**src/rtl/ep_pkg.sv**
```systemverilog
package ep_pkg;
  localparam int CNT_W = 16;
  typedef logic [CNT_W-1:0] cnt_t;

  // a programmed short length applies only when nonzero and below max size
  function automatic logic short_active(cnt_t dcnt, cnt_t maxp);
    return (dcnt != '0) && (dcnt < maxp);
  endfunction

  // commit length: short length or max size, bounded by storage, at least 1
  function automatic cnt_t pick_limit(cnt_t dcnt, cnt_t maxp, cnt_t cap);
    cnt_t l;
    l = short_active(dcnt, maxp) ? dcnt : maxp;
    if (l > cap) l = cap;
    if (l == '0) l = cnt_t'(1);
    return l;
  endfunction

  // bytes accepted by one write
  function automatic cnt_t step_bytes(logic wide, cnt_t cnt, cnt_t lim);
    return (wide && (cnt + cnt_t'(1) < lim)) ? cnt_t'(2) : cnt_t'(1);
  endfunction
endpackage

```
**src/rtl/ep_count_reg.sv**
```systemverilog
module ep_count_reg
  import ep_pkg::*;
(
  input  logic clk,
  input  logic rst_n,
  input  logic bus_rst,
  input  logic out_ack,
  input  cnt_t out_len,
  input  logic len_wr,
  input  cnt_t len_wdata,
  input  logic clr_short,
  output cnt_t dcount
);
  always_ff @(posedge clk or negedge rst_n) begin
    if (!rst_n)         dcount <= '0;
    else if (bus_rst)   dcount <= '0;
    else if (out_ack)   dcount <= out_len;
    else if (len_wr)    dcount <= len_wdata;
    else if (clr_short) dcount <= '0;
  end


  bus_clear_chk: assert property (@(posedge clk) disable iff (!rst_n)
    bus_rst |=> dcount == '0);

  out_load_chk: assert property (@(posedge clk) disable iff (!rst_n)
    (out_ack && !bus_rst) |=> dcount == $past(out_len));
endmodule

```
**src/rtl/ep_wr_ctrl.sv**
```systemverilog
module ep_wr_ctrl
  import ep_pkg::*;
#(
  parameter int BUF_BYTES = 64,
  localparam int AW = $clog2(BUF_BYTES)
) (
  input  logic          clk,
  input  logic          rst_n,
  input  logic          bus_rst,
  input  logic          cpu_wr,
  input  logic          cpu_wide,
  input  logic          cpu_validate,
  input  cnt_t          dcnt,
  input  cnt_t          maxp,
  input  logic [1:0]    buf_full,
  output logic          wr_buf,
  output logic [AW-1:0] wr_addr,
  output logic          wr_store,
  output logic          wr_two,
  output logic          commit,
  output cnt_t          commit_len,
  output logic          commit_short
);
  cnt_t cnt_q, lim, step, cnt_next;
  logic blocked, auto_hit;

  assign lim      = pick_limit(dcnt, maxp, cnt_t'(BUF_BYTES));
  assign blocked  = buf_full[wr_buf];
  assign wr_store = cpu_wr && !blocked;
  assign step     = step_bytes(cpu_wide, cnt_q, lim);
  assign wr_two   = wr_store && (step == cnt_t'(2));
  assign cnt_next = wr_store ? cnt_q + step : cnt_q;
  assign auto_hit = wr_store && (cnt_next >= lim);
  assign commit   = !blocked && (auto_hit || cpu_validate);
  assign commit_len   = cnt_next;
  assign commit_short = auto_hit && short_active(dcnt, maxp);
  assign wr_addr  = cnt_q[AW-1:0];

  always_ff @(posedge clk or negedge rst_n) begin
    if (!rst_n) begin
      cnt_q  <= '0;
      wr_buf <= 1'b0;
    end else if (bus_rst) begin
      cnt_q  <= '0;
      wr_buf <= 1'b0;
    end else if (commit) begin
      cnt_q  <= '0;
      wr_buf <= ~wr_buf;
    end else begin
      cnt_q  <= cnt_next;
    end
  end


  cnt_in_range_chk: assert property (@(posedge clk) disable iff (!rst_n)
    cnt_q < cnt_t'(BUF_BYTES));

  blocked_hold_chk: assert property (@(posedge clk) disable iff (!rst_n || bus_rst)
    (blocked && (cpu_wr || cpu_validate)) |=> $stable(cnt_q) && $stable(wr_buf));
endmodule

```
**src/rtl/ep_rd_ctrl.sv**
```systemverilog
module ep_rd_ctrl
  import ep_pkg::*;
#(
  parameter int BUF_BYTES = 64,
  localparam int AW = $clog2(BUF_BYTES)
) (
  input  logic          clk,
  input  logic          rst_n,
  input  logic          bus_rst,
  input  logic          pkt_rd,
  input  logic [1:0]    buf_full,
  input  cnt_t          len0,
  input  cnt_t          len1,
  output logic          rd_buf,
  output logic [AW-1:0] rd_addr,
  output cnt_t          cur_len,
  output logic          release_ev
);
  cnt_t ptr_q;
  logic take, last;

  assign cur_len    = rd_buf ? len1 : len0;
  assign take       = pkt_rd && buf_full[rd_buf];
  assign last       = (cur_len == '0) || (ptr_q + cnt_t'(1) >= cur_len);
  assign release_ev = take && last;
  assign rd_addr    = ptr_q[AW-1:0];

  always_ff @(posedge clk or negedge rst_n) begin
    if (!rst_n) begin
      ptr_q  <= '0;
      rd_buf <= 1'b0;
    end else if (bus_rst) begin
      ptr_q  <= '0;
      rd_buf <= 1'b0;
    end else if (release_ev) begin
      ptr_q  <= '0;
      rd_buf <= ~rd_buf;
    end else if (take) begin
      ptr_q  <= ptr_q + cnt_t'(1);
    end
  end


  rd_idle_chk: assert property (@(posedge clk) disable iff (!rst_n || bus_rst)
    (!buf_full[rd_buf]) |=> $stable(ptr_q) && $stable(rd_buf));
endmodule

```
**src/rtl/ep_pkt_buffer.sv**
```systemverilog
module ep_pkt_buffer
  import ep_pkg::*;
#(
  parameter int BUF_BYTES = 64,
  localparam int AW = $clog2(BUF_BYTES)
) (
  input  logic        clk,
  input  logic        rst_n,
  input  logic        bus_rst,
  input  logic [15:0] cfg_max,
  input  logic        cpu_wr,
  input  logic        cpu_wide,
  input  logic [15:0] cpu_wdata,
  input  logic        cpu_validate,
  input  logic        cpu_len_wr,
  input  logic [15:0] cpu_len_wdata,
  output logic [15:0] dcount,
  output logic [1:0]  buf_full,
  input  logic        out_ack,
  input  logic [15:0] out_len,
  output logic        pkt_avail,
  output logic [15:0] pkt_len,
  output logic [7:0]  pkt_byte,
  input  logic        pkt_rd,
  output logic        ep_irq
);
  logic          wr_buf, wr_store, wr_two, commit, commit_short;
  logic [AW-1:0] wr_addr, rd_addr;
  cnt_t          commit_len, len_q [2];
  logic          rd_buf, release_ev;
  logic [7:0]    mem [2][BUF_BYTES];

  ep_count_reg u_cnt (
    .clk, .rst_n, .bus_rst, .out_ack, .out_len,
    .len_wr(cpu_len_wr), .len_wdata(cpu_len_wdata),
    .clr_short(commit_short), .dcount
  );

  ep_wr_ctrl #(.BUF_BYTES(BUF_BYTES)) u_wr (
    .clk, .rst_n, .bus_rst, .cpu_wr, .cpu_wide, .cpu_validate,
    .dcnt(dcount), .maxp(cfg_max), .buf_full,
    .wr_buf, .wr_addr, .wr_store, .wr_two, .commit, .commit_len, .commit_short
  );

  ep_rd_ctrl #(.BUF_BYTES(BUF_BYTES)) u_rd (
    .clk, .rst_n, .bus_rst, .pkt_rd, .buf_full,
    .len0(len_q[0]), .len1(len_q[1]),
    .rd_buf, .rd_addr, .cur_len(pkt_len), .release_ev
  );

  always_ff @(posedge clk) begin
    if (wr_store) mem[wr_buf][wr_addr] <= cpu_wdata[7:0];
    if (wr_two)   mem[wr_buf][wr_addr + AW'(1)] <= cpu_wdata[15:8];
  end

  for (genvar i = 0; i < 2; i++) begin : g_slot
    always_ff @(posedge clk or negedge rst_n) begin
      if (!rst_n) begin
        buf_full[i] <= 1'b0;
        len_q[i]    <= '0;
      end else if (bus_rst) begin
        buf_full[i] <= 1'b0;
        len_q[i]    <= '0;
      end else if (commit && (wr_buf == i[0])) begin
        buf_full[i] <= 1'b1;
        len_q[i]    <= commit_len;
      end else if (release_ev && (rd_buf == i[0])) begin
        buf_full[i] <= 1'b0;
      end
    end
  end

  always_ff @(posedge clk or negedge rst_n) begin
    if (!rst_n)       ep_irq <= 1'b0;
    else if (bus_rst) ep_irq <= 1'b0;
    else              ep_irq <= out_ack || release_ev;
  end

  assign pkt_avail = buf_full[rd_buf];
  assign pkt_byte  = mem[rd_buf][rd_addr];


  commit_sets_chk: assert property (@(posedge clk) disable iff (!rst_n || bus_rst)
    commit |=> buf_full[$past(wr_buf)]);

  release_irq_chk: assert property (@(posedge clk) disable iff (!rst_n || bus_rst)
    release_ev |=> ep_irq && !buf_full[$past(rd_buf)]);

  ack_irq_chk: assert property (@(posedge clk) disable iff (!rst_n || bus_rst)
    out_ack |=> ep_irq);
endmodule

```
**config.mk**
```make
export PLATFORM = sky130hd
export DESIGN_NAME = ep_pkt_buffer
export DESIGN_NICKNAME = d
export VERILOG_FILES = /design/src/rtl/ep_pkg.sv /design/src/rtl/ep_count_reg.sv /design/src/rtl/ep_wr_ctrl.sv /design/src/rtl/ep_rd_ctrl.sv /design/src/rtl/ep_pkt_buffer.sv
export SDC_FILE = /design/constraint.sdc
export NUM_CORES = 2
export LEC_CHECK = 0
export ABC_CLOCK_PERIOD_IN_PS = 7500
export BUFFER_PORTS_ARGS = -buffer_cell sky130_fd_sc_hd__clkbuf_2
export CORE_AREA = 3 3 345 347
export CTS_CLUSTER_SIZE = 8
export DETAILED_ROUTE_END_ITERATION = 12
export DIE_AREA = 0 0 348 350
export HOLD_SLACK_MARGIN = 0.05
export SETUP_SLACK_MARGIN = 0.2
export SYNTH_ARGS = -nofsm -noshare
export SYNTH_HDL_FRONTEND = slang
export SYNTH_SLANG_ARGS = --single-unit
```
**constraint.sdc**
```tcl
create_clock -name clk -period 7.5 [get_ports clk]
set_input_delay 0.75 -clock clk [delete_from_list [all_inputs] [get_ports clk]]
set_output_delay 0.75 -clock clk [all_outputs]
set_load 0.02 [all_outputs]
```
==> metrics <==
Initial Utilization a little under half; Final TNS setup 0 ns; slowest library cell on the worst path dfrtp_1; Post-synth top flop edfxtp_1; Hold Path Class input port to register; Rel. slew slack between 10% and 20%; cell taking the most area after synthesis edfxtp_1; total power ~15 mW; Hold Violations, Final 0; clock-pin slew on the worst setup and hold paths 0.05 ns; first-pass GRT wire length between 200000 and 250000 microns; WL per Instance between 30 and 40 microns; DP HPWL about 110000 microns; CP max stage delay between 0.4 and 0.5 ns; Post-synth ARST share under 10%; height of the chip 350 microns; Seq. cell area 32900 sq um; die footprint ~120000 sq um; final hold slack ~0.29 ns; worst path required time a little over 8 ns; status complete, no violations; Synth Warn # 0; clk root buf clkbuf_16; layout cell share with drive strength beyond 1 approximately a third; area share of the largest cell type after synthesis 57.6%; Post-synth top cells edfxtp_1 (1024), mux2_2 (395), nand2_1 (321); Mapped Cells approximately 3500; fin. max-slew vios 0; DR vias/cell between 6 and 7; final worst path period share just under 90%; Seq/Total Area, Yosys about three fifths; CP Max Fanout 16; CTS Sinks around 1100; final core utilization between 50 and 60%; FMAX roughly 0.15 GHz; Rows between 100 and 150; clk buf depth 3; largest net degree at the start of global routing 97; number of remaining DRC errors 0; count leader, synth edfxtp_1; synth top area cells edfxtp_1 (58%), mux4_2 (12%), mux2_2 (8.3%); via count of the first global-routing pass between 30000 and 40000; Multi-input gate area roughly 19000 sq um; pre-CTS WS around 0.012 ns; worst-skew pair later-pin latency approximately 0.75 ns; Setup Crit Path Kind register to register; Worst setup SP type register; number of library cell types mapped by synthesis 78; skew final 0.0244 ns; drt pass-1 iters 6; Least-Margin Pin Slew 1.23 ns; Setup-failing EPs final 0; IO Count 117; power per cell area around 240 nW/um^2; Pleak roughly 20 nW; maximum VDD drop ~0.2 mV; Antenna Nets Post-Route 0; port bufs between 100 and 150; initial drt markers roughly 3800; crit path DAT approximately 7.3 ns; GRT Total Usage ~27%; Post-synth EDFFs 1024; Top cell by count, worst path ha_1; core area 116000 sq um; max-cap viol count 0; syn avg cell area 15.4 sq um; antenna violations before repair 1; Area growth syn-to-layout 13.2%; Num CTS Buffers between 150 and 200; crit end category register; NumNets Final about 3800; Final Wtd Congestion about 0.87; #FFs+latches synth roughly 1100; CTS tree built; DIE WIDTH 348 microns; grt ovf 0; H-tree depth 4; RSZ-0062 raised after global routing no; vias around 33000; final worst slack approximately 0.9 ns; Tmin final ~6.6 ns; Post-Syn Area between 50000 and 60000 sq um; fillers 9491; WL final 165000 microns
==> metal layers <==
layer | vias up | share of wire, % | track usage [%]
li1 | 13800 | - | -
met1 | 16900 | 41 | 38.5
met2 | 1839 | 46 | 42.0
met3 | 311 | 9.9 | 5.70
met4 | 0 | 3.2 | 9.22
met5 | - | 0 | 0
==> flip-flops by register name, indices dropped and copies added (netlist names) <==
name and count:
u_wr.wr_buf 1, len_q 32, u_cnt.dcount 16, u_rd.ptr_q 16, u_rd.rd_buf 1, u_wr.cnt_q 16
mem 1024, ep_irq 1, buf_full 2
==> what timing repair did <==
item | in CTS | in global routing
endpoints found under the hold margin | 16 | 0
endpoints found under the setup margin | 0 | 67
hold buffers | 1 | 0
buffers inserted | 0 | 4
resized for setup | 0 | 6
==> layout by cell type (no fill, tap or decap), types with 22 or more instances in the layout <==
cell,instances
nor2b_1,34
nand2_1,321
a211oi_1,25
clkbuf_2,99
clkbuf_16,159
o21ai_0,166
mux4_2,288
nor3_1,45
edfxtp_1,1024
dfrtp_1,80
a22oi_1,39
o21a_1,24
mux2_2,395
inv_1,59
ha_1,66
clkbuf_1,22
buf_4,149
nand3_1,28
mux2_4,24
nor2_1,122
mux2i_1,53
a21oi_1,117
==> worst paths after layout <==
kind / start / endpoint / slack [ns] / cells after the start
worst min register to register: u_rd.ptr_q[15] / u_rd.ptr_q[15] / 0.52 / 2
worst min-delay path: out_len[14] / u_cnt.dcount[14] / 0.29 / 3
worst max-delay path: u_cnt.dcount[9] / u_cnt.dcount[12] / 0.89 / 29
min in group asynchronous: rst_n / u_cnt.dcount[7] / 0.40 / 2
max in group asynchronous: rst_n / u_rd.ptr_q[0] / 5.85 / 3
worst max register to register: u_cnt.dcount[9] / u_cnt.dcount[12] / 0.89 / 29
==> power breakdown <==
group / switching [mW] / internal, mW
Combinational: 0.826 / 0.490
Sequential: 0.0535 / 6.81
Clock: 2.57 / 3.78
Total: 3.45 / 11.1
==> critical path, delay by kind of cell (launching register included) <==
family                     cells  cell delay, ns
AOI/OAI and AO/OA             14            2.83
xor gates and xnor gates       1            0.21
adders and majority gates      4            1.18
buffers and inverters          3            0.60
DFF                            1            0.44
muxes                          1            0.37
and+or+nand+nor                6            0.93
==> stage by stage <==
stage / cell area [sq um] / cells
detailed placement: 56100 / 4979
finish: 60400 / 5181
CTS: 60400 / 5175
global route: 60400 / 5179
floorplan: 53400 / 3473
global placement: 56100 / 4979
==> cell families after synthesis <==
logic type	count (synthesis)	synth area share [%]
DFF	1109	61.6
AOI/OAI and AO/OA	459	5.30
and+or+nand+nor	689	6.21
muxes	760	22.2
other	1	0.00703
buffers and inverters	329	2.42
xor gates and xnor gates	42	0.731
adders and majority gates	67	1.58
==> area by class of cell <==
class	count	share of cell area (%)
antenna	2	0.00828
clock buffer	182	6.74
clock inverter	13	0.306
inverter	62	0.387
multi-input combinational	2035	32.1
sequential	1109	54.4
tap	1524	3.16
timing repair buffer	254	2.85
(Power assumes the default switching activity.)
